## config.mk

```make
export PLATFORM = sky130hd
export DESIGN_NAME = edge_capture_seq
export DESIGN_NICKNAME = d
export VERILOG_FILES = /design/src/rtl/ecs_pkg.sv /design/src/rtl/ecs_edge.sv /design/src/rtl/ecs_seq.sv /design/src/rtl/ecs_timebase.sv /design/src/rtl/edge_capture_seq.sv
export SDC_FILE = /design/constraint.sdc
export NUM_CORES = 1
export LEC_CHECK = 0
export ABC_AREA = 1
export BUFFER_PORTS_ARGS = -buffer_cell sky130_fd_sc_hd__buf_4
export CAP_MARGIN = 5
export CORE_MARGIN = 4
export CORE_UTILIZATION = 45
export DETAILED_ROUTE_END_ITERATION = 10
export GPL_ROUTABILITY_DRIVEN = 0
export PLACE_DENSITY = 0.7
export SETUP_SLACK_MARGIN = 0.05
export SYNTH_ARGS = -nofsm -noshare
export SYNTH_HDL_FRONTEND = slang
export SYNTH_SLANG_ARGS = --single-unit
export TNS_END_PERCENT = 50
```

## constraint.sdc

```tcl
create_clock -name clk -period 1.8 [get_ports clk]
set_input_delay 0.36 -clock clk [delete_from_list [all_inputs] [get_ports clk]]
set_output_delay 0.36 -clock clk [all_outputs]
set_load 0.02 [all_outputs]
```

## src/rtl/ecs_pkg.sv

```systemverilog
package ecs_pkg;

  typedef enum logic {
    SEQ_WRAP = 1'b0,
    SEQ_ONCE = 1'b1
  } seq_mode_e;

  // Edge match for one slot: falling=1 selects a high-to-low change.
  function automatic logic edge_match(input logic now, input logic prev, input logic falling);
    return falling ? (prev & ~now) : (now & ~prev);
  endfunction

endpackage

```

## src/rtl/ecs_edge.sv

```systemverilog
module ecs_edge #(
  parameter int NSLOT = 4,
  parameter int PW    = 2
) (
  input  logic             clk,
  input  logic             rst_n,
  input  logic             cap_in,
  input  logic [NSLOT-1:0] pol,
  input  logic [PW-1:0]    ptr,
  output logic             match
);
  import ecs_pkg::*;

  logic cap_prev;

  always_ff @(posedge clk or negedge rst_n) begin
    if (!rst_n) cap_prev <= 1'b0;
    else        cap_prev <= cap_in;
  end

  // Only the polarity of the slot being pointed at matters.
  assign match = edge_match(cap_in, cap_prev, pol[ptr]);

endmodule

```

## src/rtl/ecs_seq.sv

```systemverilog
module ecs_seq #(
  parameter int NSLOT = 4,
  parameter int PW    = 2
) (
  input  logic                clk,
  input  logic                rst_n,
  input  logic                soft_clr,
  input  logic                rearm,
  input  logic                match,
  input  logic [PW-1:0]       stop,
  input  ecs_pkg::seq_mode_e  mode,
  output logic [PW-1:0]       ptr,
  output logic                frozen,
  output logic                hit,
  output logic                last
);
  import ecs_pkg::*;

  function automatic logic [PW-1:0] step_ptr(input logic [PW-1:0] p);
    return p + PW'(1);
  endfunction

  assign last = (ptr == stop);
  assign hit  = match & ~frozen & ~rearm & ~soft_clr;

  always_ff @(posedge clk or negedge rst_n) begin
    if (!rst_n) begin
      ptr    <= '0;
      frozen <= 1'b0;
    end else if (soft_clr || rearm) begin
      ptr    <= '0;
      frozen <= 1'b0;
    end else if (hit) begin
      if (!last)                 ptr    <= step_ptr(ptr);
      else if (mode == SEQ_ONCE) frozen <= 1'b1;
      else                       ptr    <= '0;
    end
  end

endmodule

```

## src/rtl/ecs_timebase.sv

```systemverilog
module ecs_timebase #(
  parameter int TW = 32
) (
  input  logic          clk,
  input  logic          rst_n,
  input  logic          soft_clr,
  input  logic          sync_ld,
  input  logic [TW-1:0] phase,
  input  logic          zero_req,
  input  logic          run,
  output logic [TW-1:0] count,
  output logic          ovf_pulse
);

  logic at_top;
  assign at_top = &count;

  always_ff @(posedge clk or negedge rst_n) begin
    if (!rst_n) begin
      count     <= '0;
      ovf_pulse <= 1'b0;
    end else begin
      ovf_pulse <= 1'b0;
      if (soft_clr)      count <= '0;
      else if (sync_ld)  count <= phase;
      else if (zero_req) count <= '0;
      else if (run) begin
        count     <= count + TW'(1);
        ovf_pulse <= at_top;
      end
    end
  end

endmodule

```

## src/rtl/edge_capture_seq.sv

```systemverilog
module edge_capture_seq #(
  parameter int NSLOT = 4,
  parameter int TW    = 32,
  localparam int PW   = (NSLOT > 1) ? $clog2(NSLOT) : 1
) (
  input  logic                clk,
  input  logic                rst_n,
  input  logic                cap_in,
  input  logic                sync_in,
  input  logic [NSLOT-1:0]    cfg_pol,
  input  logic [NSLOT-1:0]    cfg_ctr_rst,
  input  logic [PW-1:0]       cfg_stop,
  input  logic                cfg_oneshot,
  input  logic                cfg_load_en,
  input  logic                cfg_run,
  input  logic                cfg_sync_en,
  input  logic [TW-1:0]       cfg_phase,
  input  logic                sw_sync,
  input  logic                rearm,
  input  logic                soft_rst,
  output logic [NSLOT*TW-1:0] cap_flat,
  output logic [NSLOT-1:0]    evt_pulse,
  output logic                ovf_pulse,
  output logic [TW-1:0]       tstamp,
  output logic [PW-1:0]       seq_ptr,
  output logic                seq_frozen
);
  import ecs_pkg::*;

  function automatic logic [NSLOT-1:0] slot_mask(input logic [PW-1:0] s);
    logic [NSLOT-1:0] m;
    m    = '0;
    m[s] = 1'b1;
    return m;
  endfunction

  // Named internal events, visible to the bound checker.
  logic      match;
  logic      hit;
  logic      last;
  logic      zero_req;
  logic      sync_ld;
  seq_mode_e mode;

  assign mode     = cfg_oneshot ? SEQ_ONCE : SEQ_WRAP;
  assign sync_ld  = cfg_sync_en & (sync_in | sw_sync);
  assign zero_req = hit & cfg_ctr_rst[seq_ptr];

  ecs_edge #(.NSLOT(NSLOT), .PW(PW)) u_edge (
    .clk    (clk),
    .rst_n  (rst_n),
    .cap_in (cap_in),
    .pol    (cfg_pol),
    .ptr    (seq_ptr),
    .match  (match)
  );

  ecs_seq #(.NSLOT(NSLOT), .PW(PW)) u_seq (
    .clk      (clk),
    .rst_n    (rst_n),
    .soft_clr (soft_rst),
    .rearm    (rearm),
    .match    (match),
    .stop     (cfg_stop),
    .mode     (mode),
    .ptr      (seq_ptr),
    .frozen   (seq_frozen),
    .hit      (hit),
    .last     (last)
  );

  ecs_timebase #(.TW(TW)) u_tb (
    .clk       (clk),
    .rst_n     (rst_n),
    .soft_clr  (soft_rst),
    .sync_ld   (sync_ld),
    .phase     (cfg_phase),
    .zero_req  (zero_req),
    .run       (cfg_run),
    .count     (tstamp),
    .ovf_pulse (ovf_pulse)
  );

  // Capture slots: each stores the pre-update count of its event cycle.
  for (genvar g = 0; g < NSLOT; g++) begin : g_slot
    logic [TW-1:0] slot_q;
    always_ff @(posedge clk or negedge rst_n) begin
      if (!rst_n)
        slot_q <= '0;
      else if (hit && cfg_load_en && (seq_ptr == PW'(g)))
        slot_q <= tstamp;
    end
    assign cap_flat[g*TW +: TW] = slot_q;
  end

  always_ff @(posedge clk or negedge rst_n) begin
    if (!rst_n)   evt_pulse <= '0;
    else if (hit) evt_pulse <= slot_mask(seq_ptr);
    else          evt_pulse <= '0;
  end

endmodule

```

==> flow_metrics.env <==
export IMPL_holdPathEnd="u_edge.cap_prev"
export IMPL_max_freq_mhz=552
export IMPL_synthCells=943
export IMPL_ys_top_cells_by_count="nand2_1 (353), dfrtp_1 (169), o21ai_1 (86), nand3_1 (77), inv_1 (58)"
export IMPL_synthTopCellsByArea="dfrtp_1 (53%), nand2_1 (17%), o21ai_1 (5.4%)"
export IMPL_relSlewSlack=0.666
export IMPL_drv_slew=0
export IMPL_coreArea_sq_um=17300
export IMPL_synthFlopType="dfrtp_1"
export IMPL_cts_max_level=4
export IMPL_drive_gt1_frac=0.352
export IMPL_startpoint="u_seq.ptr[0]"
export IMPL_start_kind="register"
export IMPL_via_per_inst=5.19
export IMPL_outcome="finished, violations left"
export IMPL_synth_enable_flop_cells=0
export IMPL_via_count=7524
export IMPL_hold_depth=1
export IMPL_clock_latency_ns=0.43
export IMPL_setup_slack_ns=-0.0116
export IMPL_rrSetupSlack_ns=-0.01
export IMPL_fin_util=0.650
export IMPL_synth_top_area_share=0.531
export IMPL_gr_total_overflow=0
export IMPL_worstSetupPathType="reg -> reg"
export IMPL_drt_pass1_iterations=5
export IMPL_clockBufferDepth=2
export IMPL_yosysTopAreaCell="dfrtp_1"
export IMPL_max_cap_violations=0
export IMPL_rr_worst_depth=11
export IMPL_clkTransAtPathRegs_ns=0.07
export IMPL_synth_avg_cell_area_sq_um=8.44
export IMPL_p_total_w=0.00946
export IMPL_tritoncts="done"
export IMPL_grt_pass1_wl_microns=37700
export IMPL_syn_cell_area_sq_um=7960
export IMPL_yosys_cell_types_count=30
export IMPL_whs_ns=0.0501
export IMPL_fin_crit_ns=1.81
export IMPL_grt_pass1_vias=6894
export IMPL_wl_microns=26300
export IMPL_violations="setup timing"
export IMPL_p_leak_nw=5.72
export IMPL_cts_sink_count=169
export IMPL_grt_usage=0.242
export IMPL_r2r_end="g_slot[0].slot_q[25]"
export IMPL_cts_root_buf="clkbuf_16"
export IMPL_synth_fp_nets=1001
export IMPL_irDropWorstVdd_mv=0.648
export IMPL_final_cells=1450
export IMPL_dieArea_sq_um=19900
export IMPL_ys_seq_area_frac=0.531
export IMPL_timing_worst_slew_pin_value_ns=0.502
export IMPL_io_pins=221
export IMPL_r2r_start="u_seq.ptr[0]"
export IMPL_wl_per_cell_microns=18.1
export IMPL_period_share=1.01
export IMPL_final_setup_viol_count=1
export IMPL_crit_required_ns=2.15
export IMPL_power_density_nw_per_um2=841
export IMPL_placedCellCount=1390
export IMPL_diodes=0
export IMPL_die_x_microns=141
export IMPL_drc=0
export IMPL_areaGrowthSynthToFinish_pct=41.3
export IMPL_critPathCaptureType="register"
export IMPL_die_height_microns=141
export IMPL_cp_arrival_ns=2.16
export IMPL_rsz0062_at_grt="yes"
export IMPL_row_count=48
export IMPL_fin_nets=1270
export IMPL_hold_viol=0
export IMPL_yosys_warnings=0
export IMPL_ant_nets=0
export IMPL_ys_seq_elements=169
export IMPL_drt_iter0_drc=575
export IMPL_hp_class="in -> reg"
export IMPL_place_port_buffers=220
export IMPL_hold_start="cap_in"
export IMPL_critPathMaxFanout=19
export IMPL_finalSetupTns_ns=-0.0116
export IMPL_grt_start_max_net_pins=48
export IMPL_initial_core_util=0.460
export IMPL_hpwl_microns=17100
export IMPL_yosysMostFrequentCell="nand2_1"
export IMPL_antenna_found_initial=0
export IMPL_numCtsBuffers=17
export IMPL_synthArstFlopShare=1.00
export IMPL_worst_clock_skew_ns=0.00962
placed cells by master, fill, tap and decap left out, drive strengths merged, types with 2 or more instances in the layout:
cell type,synthesis,routed
buf,38,279
clkbuf,5,25
clkinv,0,5
clkinvlp,0,3
dfrtp,169,169
ha,5,5
inv,61,69
nand2,360,364
nand3,79,79
nand3b,3,3
nand4,9,9
nor2,55,55
nor3,2,2
o21ai,142,142
xnor2,2,2
xor2,11,11
worst max path at each step:
stage	end	cells past startpoint
finish	g_slot[0].slot_q[25]	11
floorplan	g_slot[3].slot_q[12]	12
CTS	g_slot[2].slot_q[31]	11
global route	g_slot[2].slot_q[12]	12
detailed placement	g_slot[1].slot_q[8]	10
global placement	u_tb.count[16]	10
critical path, cell delays in order (launching register included):
cell	delay (ns)
dfrtp_2	0.46
nand2_1	0.11
nand3_2	0.09
nand2_1	0.06
nand2_1	0.06
nand2_2	0.10
nand2_4	0.07
nor2_8	0.13
buf_12	0.14
nand2_8	0.10
clkbuf_16	0.22
o21ai_1	0.18
layer usage:
metal / vias to the layer above / share of wire / track usage
met5: - / 0 / 0
met4: 0 / 0.016 / 0.0551
met3: 28 / 0.074 / 0.0438
met2: 310 / 0.49 / 0.395
met1: 3608 / 0.42 / 0.339
li1: 3578 / - / -
cell families (layout without fill, tap and decap cells):
| logic type | after synthesis | count (layout) | synth area share |
|---|---|---|---|
| simple gates | 508 | 512 | 0.268 |
| flops | 169 | 169 | 0.531 |
| compound gates | 144 | 144 | 0.101 |
| buf+inv | 104 | 382 | 0.0775 |
| xor+xnor | 13 | 13 | 0.0143 |
| fa+ha+maj | 5 | 5 | 0.00786 |
registers in the layout, indices dropped and copies added (netlist names):
signal / count
u_seq.ptr: 2
evt_pulse: 4
u_edge.cap_prev: 1
g_slot.slot_q: 128
u_tb.ovf_pulse: 1
u_tb.count: 32
u_seq.frozen: 1
metrics by stage:
| step | area [sq um] | worst slack, ns |
|---|---|---|
| detailed placement | 9960 | -0.0306 |
| floorplan | 7970 | 0.0440 |
| finish | 11200 | -0.0116 |
| CTS | 10700 | 0.0312 |
| global placement | 9960 | 0.0415 |
| global route | 11200 | -0.117 |
final cells by class:
type | instances | area [sq um]
well taps | 225 | 282
flip-flops and latches | 169 | 4230
repair buffers | 287 | 2440
inverters | 61 | 246
multi-input cells | 674 | 3440
repair inverters | 2 | 22.5
fillers | 1481 | 6050
clock buffers | 18 | 439
clock inverters | 14 | 134
power by group:
part	internal [W]	total [W]	switching, W
Sequential	0.00401	0.00422	0.000203
Combinational	0.000666	0.00167	0.00100
Clock	0.00187	0.00358	0.00171
timing repair:
| item | CTS | global route |
|---|---|---|
| endpoints found under the setup margin | 101 | 161 |
| buffers inserted | 5 | 8 |
| gates resized for setup | 18 | 91 |
| cloned | 2 | 12 |
| endpoints found under the hold margin | 28 | 0 |
| pin swaps | 2 | 6 |
| hold buffers | 1 | 0 |
(Power assumes the default switching activity.)
